==> src/rtl/dqbt_pkg.sv <==
package dqbt_pkg;

    // Beat kind issued by the burst sequencer in a cycle
    typedef enum logic [1:0] {
        BEAT_NONE = 2'd0,
        BEAT_RD   = 2'd1,
        BEAT_WR   = 2'd2
    } beat_e;

    // Burst length codes
    localparam logic [2:0] LEN_CODE_1    = 3'b000;
    localparam logic [2:0] LEN_CODE_2    = 3'b001;
    localparam logic [2:0] LEN_CODE_4    = 3'b010;
    localparam logic [2:0] LEN_CODE_8    = 3'b011;
    localparam logic [2:0] LEN_CODE_PAGE = 3'b111;

    // Longest fixed burst and the counter width it needs
    localparam int FIX_MAX_BEATS = 8;
    localparam int LEFT_W        = $clog2(FIX_MAX_BEATS);

    // Cycles between the mask pin and the read output it disables
    localparam int MASK_LAG = 2;

    typedef struct packed {
        logic              act;   // more beats to issue
        logic              wr;    // burst direction
        logic              page;  // open page burst
        logic [LEFT_W-1:0] left;  // beats still to issue
    } burst_st_t;

    // Index of the last beat for a fixed-length code (reserved codes -> 1 beat)
    function automatic logic [LEFT_W-1:0] last_beat_idx(input logic [2:0] code);
        logic [LEFT_W-1:0] r;
        unique case (code)
            LEN_CODE_2: r = LEFT_W'(1);
            LEN_CODE_4: r = LEFT_W'(3);
            LEN_CODE_8: r = LEFT_W'(FIX_MAX_BEATS - 1);
            default:    r = '0;
        endcase
        return r;
    endfunction

    function automatic logic is_page_code(input logic [2:0] code);
        return code == LEN_CODE_PAGE;
    endfunction

endpackage

==> src/rtl/dqbt_seq.sv <==
module dqbt_seq
    import dqbt_pkg::*;
(
    input  logic        clk,
    input  logic        rst,
    input  logic        cmd_rd,
    input  logic        cmd_wr,
    input  logic        cmd_stop,
    input  logic [2:0]  blen,
    input  logic        single_wr,
    output beat_e       beat,
    output logic        wr_start
);

    burst_st_t st_q, st_d;
    logic      rd_start;
    logic      start;
    logic      one_shot;
    logic      new_page;
    logic [LEFT_W-1:0] new_last;

    always_comb begin
        rd_start = cmd_rd;
        wr_start = cmd_wr & ~cmd_rd;
        start    = rd_start | wr_start;
        one_shot = wr_start & single_wr;
        new_page = is_page_code(blen) & ~one_shot;
        new_last = one_shot ? '0 : last_beat_idx(blen);
    end

    // Beat issued in this cycle
    always_comb begin
        if (rd_start)
            beat = BEAT_RD;
        else if (wr_start)
            beat = BEAT_WR;
        else if (cmd_stop)
            beat = BEAT_NONE;
        else if (st_q.act)
            beat = st_q.wr ? BEAT_WR : BEAT_RD;
        else
            beat = BEAT_NONE;
    end

    // Burst state for the following cycles
    always_comb begin
        st_d = st_q;
        if (start) begin
            st_d.wr   = wr_start;
            st_d.page = new_page;
            st_d.left = new_page ? '0 : new_last;
            st_d.act  = new_page | (new_last != '0);
        end else if (cmd_stop) begin
            st_d.act = 1'b0;
        end else if (st_q.act && !st_q.page) begin
            st_d.left = st_q.left - LEFT_W'(1);
            st_d.act  = (st_q.left != LEFT_W'(1));
        end
    end

    always_ff @(posedge clk) begin
        if (rst)
            st_q <= '0;
        else
            st_q <= st_d;
    end

endmodule

==> src/rtl/dqbt_rdpipe.sv <==
module dqbt_rdpipe
    import dqbt_pkg::*;
#(
    parameter int DATA_W    = 8,
    parameter int SHORT_LAT = 2,
    parameter int LONG_LAT  = 3
) (
    input  logic              clk,
    input  logic              rst,
    input  logic              issue,
    input  logic              flush,
    input  logic              lat_sel,
    input  logic              dqm,
    input  logic [DATA_W-1:0] rdata,
    output logic [DATA_W-1:0] dq_out,
    output logic              dq_oe
);

    logic [LONG_LAT:1]   vld_q;
    logic [DATA_W-1:0]   dat_q [LONG_LAT:1];
    logic [MASK_LAG:1]   msk_q;
    logic                tap_vld;
    logic [DATA_W-1:0]   tap_dat;

    // Valid flags: a write start clears every pending read word
    always_ff @(posedge clk) begin
        if (rst) begin
            vld_q <= '0;
        end else if (flush) begin
            vld_q <= '0;
        end else begin
            vld_q[1] <= issue;
            for (int i = 2; i <= LONG_LAT; i++)
                vld_q[i] <= vld_q[i-1];
        end
    end

    // Data words travel alongside their flags
    always_ff @(posedge clk) begin
        dat_q[1] <= rdata;
        for (int i = 2; i <= LONG_LAT; i++)
            dat_q[i] <= dat_q[i-1];
    end

    // Mask history, fixed lag independent of the column latency
    always_ff @(posedge clk) begin
        if (rst) begin
            msk_q <= '0;
        end else begin
            msk_q[1] <= dqm;
            for (int i = 2; i <= MASK_LAG; i++)
                msk_q[i] <= msk_q[i-1];
        end
    end

    always_comb begin
        tap_vld = lat_sel ? vld_q[LONG_LAT] : vld_q[SHORT_LAT];
        tap_dat = lat_sel ? dat_q[LONG_LAT] : dat_q[SHORT_LAT];
        dq_oe   = tap_vld & ~msk_q[MASK_LAG];
        dq_out  = dq_oe ? tap_dat : '0;
    end

endmodule

==> src/rtl/dqbt_wrpath.sv <==
module dqbt_wrpath
    import dqbt_pkg::*;
#(
    parameter int DATA_W = 8
) (
    input  beat_e             beat,
    input  logic              dqm,
    input  logic [DATA_W-1:0] dq_in,
    output logic              wbeat,
    output logic              we,
    output logic [DATA_W-1:0] wdata
);

    always_comb begin
        wbeat = (beat == BEAT_WR);
        we    = wbeat & ~dqm;
        wdata = wbeat ? dq_in : '0;
    end

endmodule

==> src/rtl/dq_burst_timer.sv <==
module dq_burst_timer
    import dqbt_pkg::*;
#(
    parameter int DATA_W    = 8,
    parameter int SHORT_LAT = 2,
    parameter int LONG_LAT  = 3
) (
    input  logic              clk,
    input  logic              rst,
    input  logic              cmd_rd,
    input  logic              cmd_wr,
    input  logic              cmd_stop,
    input  logic              lat_sel,
    input  logic [2:0]        blen,
    input  logic              single_wr,
    input  logic              dqm,
    input  logic [DATA_W-1:0] arr_rdata,
    input  logic [DATA_W-1:0] dq_in,
    output logic [DATA_W-1:0] dq_out,
    output logic              dq_oe,
    output logic              arr_re,
    output logic              arr_wbeat,
    output logic              arr_we,
    output logic [DATA_W-1:0] arr_wdata
);

    beat_e beat;
    logic  wr_start;

    dqbt_seq u_seq (
        .clk       (clk),
        .rst       (rst),
        .cmd_rd    (cmd_rd),
        .cmd_wr    (cmd_wr),
        .cmd_stop  (cmd_stop),
        .blen      (blen),
        .single_wr (single_wr),
        .beat      (beat),
        .wr_start  (wr_start)
    );

    assign arr_re = (beat == BEAT_RD);

    dqbt_rdpipe #(
        .DATA_W    (DATA_W),
        .SHORT_LAT (SHORT_LAT),
        .LONG_LAT  (LONG_LAT)
    ) u_rdpipe (
        .clk     (clk),
        .rst     (rst),
        .issue   (arr_re),
        .flush   (wr_start),
        .lat_sel (lat_sel),
        .dqm     (dqm),
        .rdata   (arr_rdata),
        .dq_out  (dq_out),
        .dq_oe   (dq_oe)
    );

    dqbt_wrpath #(
        .DATA_W (DATA_W)
    ) u_wrpath (
        .beat  (beat),
        .dqm   (dqm),
        .dq_in (dq_in),
        .wbeat (arr_wbeat),
        .we    (arr_we),
        .wdata (arr_wdata)
    );

endmodule

==> config.mk <==
export PLATFORM = sky130hd
export DESIGN_NAME = dq_burst_timer
export DESIGN_NICKNAME = d
export VERILOG_FILES = /design/src/rtl/dqbt_pkg.sv /design/src/rtl/dqbt_seq.sv /design/src/rtl/dqbt_rdpipe.sv /design/src/rtl/dqbt_wrpath.sv /design/src/rtl/dq_burst_timer.sv
export SDC_FILE = /design/constraint.sdc
export NUM_CORES = 1
export LEC_CHECK = 0
export BUFFER_PORTS_ARGS = -buffer_cell sky130_fd_sc_hd__buf_2
export CAP_MARGIN = 25
export CORE_ASPECT_RATIO = 1.1
export CORE_UTILIZATION = 40
export CTS_CLUSTER_SIZE = 25
export DETAILED_ROUTE_END_ITERATION = 10
export PLACE_DENSITY = 0.67
export SLEW_MARGIN = 20
export SYNTH_ARGS = -nofsm -noshare
export SYNTH_HDL_FRONTEND = slang
export SYNTH_HIERARCHICAL = 1
export SYNTH_SLANG_ARGS = --single-unit
==> constraint.sdc <==
create_clock -name clk -period 1.85 [get_ports clk]
set_clock_uncertainty 0.2 [all_clocks]
set_input_delay 0.37 -clock clk [delete_from_list [all_inputs] [get_ports clk]]
set_output_delay 0.37 -clock clk [all_outputs]
set_load 0.02 [all_outputs]
==> summary.md, run 1 <==
| Metric | Value |
|---|---|
| Crit-path most repeated cell | `buf_6` |
| Post-Syn Area | `1265 µm²` |
| PwrDens | `843.6 nW/µm²` |
| Seq/Total Area, Yosys | `0.5539` |
| Min Tclk post-route | `2.108 ns` |
| Share of cells above drive strength 1 | `0.3936` |
| Number of remaining DRC errors | `0` |
| IO Pins | `47` |
| Initial Util | `0.4186` |
| First-pass GRT wire length | `4478 µm` |
| Port bufs | `46` |
| Final Cell Area | `1834 µm²` |
| Top FF cell, synth | `dfxtp_1` |
| Synth top area share | `0.5539` |
| Max_cap viols | `0` |
| Final hold vios | `0` |
| Slowest stage delay, CP | `0.34 ns` |
| Clk_lat worst skew | `0.33 ns` |
| Diodes inserted | `0` |
| All-Layer GR Usage | `0.1766` |
| Total die area | `3392 µm²` |
| Routed Antenna Nets | `0` |
| Wirelength, routed | `2727 µm` |
| Count leader, synth | `dfxtp_1` |
| Slew @ Worst Pin | `0.3062 ns` |
| Setup crit end kind | `output port` |
| Via count | `1109` |
| Slew headroom | `0.7951` |
| Starting DRT DRC Count | `59` |
| Status | `finished, violations left` |
| Max Clock Freq | `474.5 MHz` |
| Placed instance area | `1556 µm²` |
| CTS Buf Count | `5` |
| Critical Path Slowest Stage Cell | `dfxtp_2` |
| Number of nets in the layout | `216` |
| Setup ws final | `-0.2576 ns` |
| Switching share of power | `0.2218` |
| Post-place setup slack | `-0.03880 ns` |
| Synth area leader | `dfxtp_1` |
| Synthesis-to-layout area growth | `45.01%` |
| Syn Nets | `151` |
| Met2 usage | `0.3098` |
| Synth warn | `6` |
| Synth Area per Inst | `10.37 µm²` |
| GPL Wtd Cong | `0.7790` |
| Core Footprint | `3022 µm²` |
| P_leak | `0.0008507 µW` |
| Vias/cell | `4.995` |
| Period utilisation layout | `1.139` |
| Antenna violations before repair | `0` |
| Die H | `60.98 µm` |
| Internal | `1204 µW` |
| M3 GR Usage | `0.07249` |
| Max Slew Vio Count | `0` |
| Min-delay worst type | `input port to flip-flop` |
| Gate power share | `0.115` |
| Met1 Track Usage GR | `0.1821` |
| H-tree depth | `2` |
| Startpoint types | `flip-flop` |
| Synth unique cells | `31` |
| CP Cell Sequence | `nor2b_4 -> a21oi_2 -> nor2_2 -> buf_6 -> nor3b_4 -> buf_6` |
| Classification of the worst setup path | `flip-flop to output port` |
| Clock power share | `0.363` |
| CP max FO | `6` |
| First-pass DRT Iterations | `4` |
| WL per Instance | `12.28 µm` |
| Site Rows | `21` |
| Final setup violation count | `11` |
| Commonest cells in the netlist | `dfxtp_1 (35), a21oi_1 (12), nand3_1 (9)` |
| Top cells by area, synth | `dfxtp_1 (55%), and3b_1 (5.5%), a21oi_1 (4.7%)` |
| RSZ-0062 raised after global routing | `yes` |
| Vias in the first global route | `1055` |
| WHS | `0.1123 ns` |
| CTS sink count | `35` |
| Setup TNS | `-2.312 ns` |
| GR peak layer | `met2` |
| Flop pwr share | `0.522` |
| Post-synth EDFFs | `0` |
| Root buf cell | `clkbuf_4` |
| Required @ worst endpoint | `1.28 ns` |
| NetSw | `343.2 µW` |
| DIE WIDTH | `55.62 µm` |
| Synthesized flop and latch total | `35` |
| Ys async rst share | `0` |
| Clock transition at path regs | `0.11 ns` |
| GRT overflow | `0` |
| Dpl hpwl | `1749 µm` |
| Largest net degree at the start of global routing | `18` |
| Synth Instances | `122` |
| CTS tree | `built` |
| Peak supply drop | `0.6693 mV` |
| Crit path DAT | `1.54 ns` |
| Failing checks | `setup timing` |
| Max clock buf depth | `2` |
-- metrics by stage --
step / instances / total power [µW] / util
after global placement: 203 / 962.4 / 0.5151
after CTS: 220 / 1560 / 0.5971
final: 222 / 1547 / 0.6070
after detailed placement: 203 / 969.0 / 0.5151
after floorplan: 122 / 901.6 / -
after global routing: 222 / 1619 / 0.6070
-- power by group through the flow --
stage	combinational, µW	clock (µW)	sequential [µW]
6_report	177	562	808
4_1_cts	169	580	811
2_1_floorplan	81.6	0	820
5_1_grt	194	612	813
3_3_place_gp	136	0	827
3_5_place_dp	141	0	828
-- area by class of cell --
class / instances / area (µm²)
inverters: 4 / 15.01
clock inverters: 2 / 35.03
multi-input cells: 80 / 565.5
well taps: 34 / 42.54
fillers: 244 / 1187
repair buffers: 61 / 415.4
clock buffers: 6 / 51.30
flip-flops and latches: 35 / 709.4
-- timing repair --
action | in CTS | in global routing
buffers inserted | 0 | 1
cloned | 1 | 1
hold buffers | 8 | 0
endpoints found under the setup margin | 19 | 16
gates resized for setup | 23 | 7
pin swaps | 2 | 3
hold endpoints to repair | 8 | 0
-- per-layer routing --
metal | part of all wire | vias to the layer above
met4 | 0.010 | 0
met2 | 0.50 | 52
met5 | 0 | -
li1 | - | 561
met3 | 0.087 | 4
met1 | 0.40 | 492
-- cell families after synthesis --
group,synth area share
AO/OA/AOI/OAI,0.1048
adder cells (fa/ha/maj),0.01978
buffers and inverters,0.03362
flip-flops,0.5539
multiplexers,0.007913
AND/OR/NAND/NOR,0.2799
-- path summary, 6_finish.rpt --
path / from / end / slack (ns) / cells past startpoint
setup / recovery: u_seq/st_q[5] / arr_we / -0.26 / 6
hold / removal: rst / u_seq/st_q[3] / 0.11 / 2
setup reg to reg: u_seq/st_q[5] / u_seq/st_q[2] / 0.29 / 6
hold reg to reg: u_rdpipe/dat_q[0][0] / u_rdpipe/dat_q[0][8] / 0.13 / 0
-- sequential cells by signal (all words and copies together) (netlist names) --
name            count
u_rdpipe/msk_q      2
u_rdpipe/vld_q      3
u_rdpipe/dat_q     24
u_seq/st_q          6
-- critical path: cells and delay by family (launching register included) --
kind / cells / cell delay [ns]
buf+inv: 2 / 0.28
compound gates: 1 / 0.07
simple gates: 3 / 0.51
flops: 1 / 0.34
-- cells in the final DEF (no fill, tap or decap), types with 4 or more instances in the layout --
master	n
a21oi_1	11
and3b_1	8
buf_2	37
buf_4	8
buf_6	8
clkbuf_4	5
dfxtp_1	32
dlygate4sd3_1	8
inv_1	4
nand2_1	4
nand3_1	9
nand3b_1	8
nor2_1	6
Note: power is estimated with default switching activity, not from simulation.
==> run 2, diff against run 1 <==
--- a/config.mk
+++ b/config.mk
@@ -12,6 +12,7 @@
 export CTS_CLUSTER_SIZE = 25
 export DETAILED_ROUTE_END_ITERATION = 10
 export PLACE_DENSITY = 0.67
+export SKIP_CTS_REPAIR_TIMING = 1
 export SLEW_MARGIN = 20
 export SYNTH_ARGS = -nofsm -noshare
 export SYNTH_HDL_FRONTEND = slang
==> run 2 against run 1 <==
  * Final cell count unchanged
  * Via count increased by 0.36%
  * Count of clock-buffer cells in the layout unchanged
  * Global-route usage shrank 1.9 points
  * Register-to-register slack barely moved
  * Largest power group unchanged
  * The flow still finishes with violations (setup timing)
  * Critical path depth unchanged
  * Largest cell class unchanged
  * Worst setup slack got worse by 0.0045 ns
==> summary.md, run 2 (synthesized netlist as in run 1, its figures left out) <==
| Metric | Value |
|---|---|
| GR peak layer | `met2` |
| Die H | `60.98 µm` |
| Share of cells above drive strength 1 | `0.3989` |
| Largest register FFs | `24` |
| CP max FO | `6` |
| Max clock buf depth | `2` |
| Layout Cells excl Fill | `222` |
| Final hold vios | `0` |
| Starting DRT DRC Count | `45` |
| Status | `finished, violations left` |
| Slew @ Worst Pin | `0.2804 ns` |
| Final setup violation count | `11` |
| Total die area | `3392 µm²` |
| WL per Instance | `12.05 µm` |
| Antenna violations before repair | `0` |
| Failing checks | `setup timing` |
| PwrDens | `841.5 nW/µm²` |
| Peak supply drop | `0.6582 mV` |
| IO Pins | `47` |
| WHS | `0.1055 ns` |
| Slowest stage delay, CP | `0.34 ns` |
| Period utilisation layout | `1.142` |
| Site Rows | `21` |
| Dpl hpwl | `1749 µm` |
| Crit-path most repeated cell | `buf_6` |
| Slew headroom | `0.8128` |
| CTS Buf Count | `5` |
| Top reg by flops | `u_rdpipe/dat_q` |
| Finished Core Util | `0.6087` |
| First-pass GRT wire length | `4002 µm` |
| Routed Antenna Nets | `0` |
| Max Clock Freq | `473.5 MHz` |
| GRT overflow | `0` |
| RSZ-0062 raised after global routing | `yes` |
| Setup crit end kind | `output port` |
| Required @ worst endpoint | `1.28 ns` |
| Clock transition at path regs | `0.10 ns` |
| Core Footprint | `3022 µm²` |
| Setup ws final | `-0.2621 ns` |
| Placed Instances | `203` |
| Root buf cell | `clkbuf_4` |
| Synthesis-to-layout area growth | `45.40%` |
| Startpoint types | `flip-flop` |
| Placed instance area | `1556 µm²` |
| CTS sink count | `35` |
| Largest regs | `u_rdpipe/dat_q x24, u_seq/st_q x6, u_rdpipe/vld_q x3` |
| Max Slew Vio Count | `0` |
| GPL Wtd Cong | `0.7790` |
| Vias/cell | `5.014` |
| Max_cap viols | `0` |
| Critical path origin | `u_seq/st_q[5]` |
| Initial Util | `0.4186` |
| M3 GR Usage | `0.06823` |
| Final Cell Area | `1839 µm²` |
| Diodes inserted | `0` |
| P_leak | `0.0008518 µW` |
| Min-delay worst type | `input port to flip-flop` |
| Met2 usage | `0.2651` |
| Flop2flop setup slack | `0.29 ns` |
| Commonest cells after routing, fill and taps aside | `buf_2 (36), dfxtp_1 (32), a21oi_1 (11)` |
| Hold path startpoint | `dqm` |
| Largest net degree at the start of global routing | `18` |
| Commonest non-fill, non-tap cell in the layout | `buf_2` |
| Crit path DAT | `1.54 ns` |
| Met1 Track Usage GR | `0.1713` |
| Number of remaining DRC errors | `0` |
| Port bufs | `46` |
| All-Layer GR Usage | `0.1575` |
| Classification of the worst setup path | `flip-flop to output port` |
| Number of nets in the layout | `216` |
| DIE WIDTH | `55.62 µm` |
| Wirelength, routed | `2675 µm` |
| CTS tree | `built` |
| Min Tclk post-route | `2.112 ns` |
| Clk_lat worst skew | `0.33 ns` |
| Critical Path Slowest Stage Cell | `dfxtp_2` |
| Via count | `1113` |
| Worst r2r src | `u_seq/st_q[5]` |
| First-pass DRT Iterations | `4` |
| Vias in the first global route | `929` |
| CP Cell Sequence | `nor2b_4 -> a21oi_2 -> nor2_2 -> buf_6 -> nor3b_4 -> buf_6` |
| Fill cell count | `242` |
| H-tree depth | `2` |
-- run 2: cell counts in the layout (fill, tap and decap cells not counted) --
Identical to the previous run, type by type.
-- run 2: final timing paths --
check / end / cells after the start
worst max-delay path: arr_we / 6
worst min register to register: u_rdpipe/dat_q[0][8] / 0
worst max register to register: u_seq/st_q[2] / 6
worst min-delay path: u_rdpipe/msk_q[1] / 2
-- run 2: final cells by class --
cell class                      count  area, µm²  share of cell area
Timing Repair Buffer               61      417.9              0.2272
Multi-Input combinational cell     80      568.0              0.3088
Tap cell                           34      42.54             0.02313
Sequential cell                    35      709.4              0.3857
Clock buffer                        6      51.30             0.02789
Inverter                            4      15.01            0.008163
Clock inverter                      2      35.03             0.01905
-- run 2: critical path, delay by kind of cell (launching register included) --
| family | cells | cell delay [ns] |
|---|---|---|
| compound gates | 1 | 0.07 |
| buf+inv | 2 | 0.28 |
| simple gates | 3 | 0.52 |
| flops | 1 | 0.34 |
-- run 2: where the power goes --
group | internal (µW) | leakage [µW] | total (µW) | switching, µW
sequential | 791 | 0.000295 | 808 | 17.7
clock | 319 | 0.0000482 | 560 | 241
combinational | 96.2 | 0.000509 | 179 | 82.9
total | 1210 | 0.000852 | 1550 | 342
-- run 2: per-layer routing --
metal / up-vias / share of wire
met1: 500 / 0.40
met4: 0 / 0.0086
li1: 559 / -
met2: 50 / 0.50
met5: - / 0
met3: 4 / 0.085
-- run 2: stage by stage --
step | worst slack, ns | power, µW | TNS [ns]
after global placement | -0.009330 | 962.4 | -0.05432
after floorplan | -0.009607 | 901.6 | -0.009607
after detailed placement | -0.03880 | 969.0 | -0.2534
final | -0.2621 | 1548 | -2.183
after global routing | -0.3361 | 1621 | -3.101
after CTS | -0.3056 | 1532 | -3.361
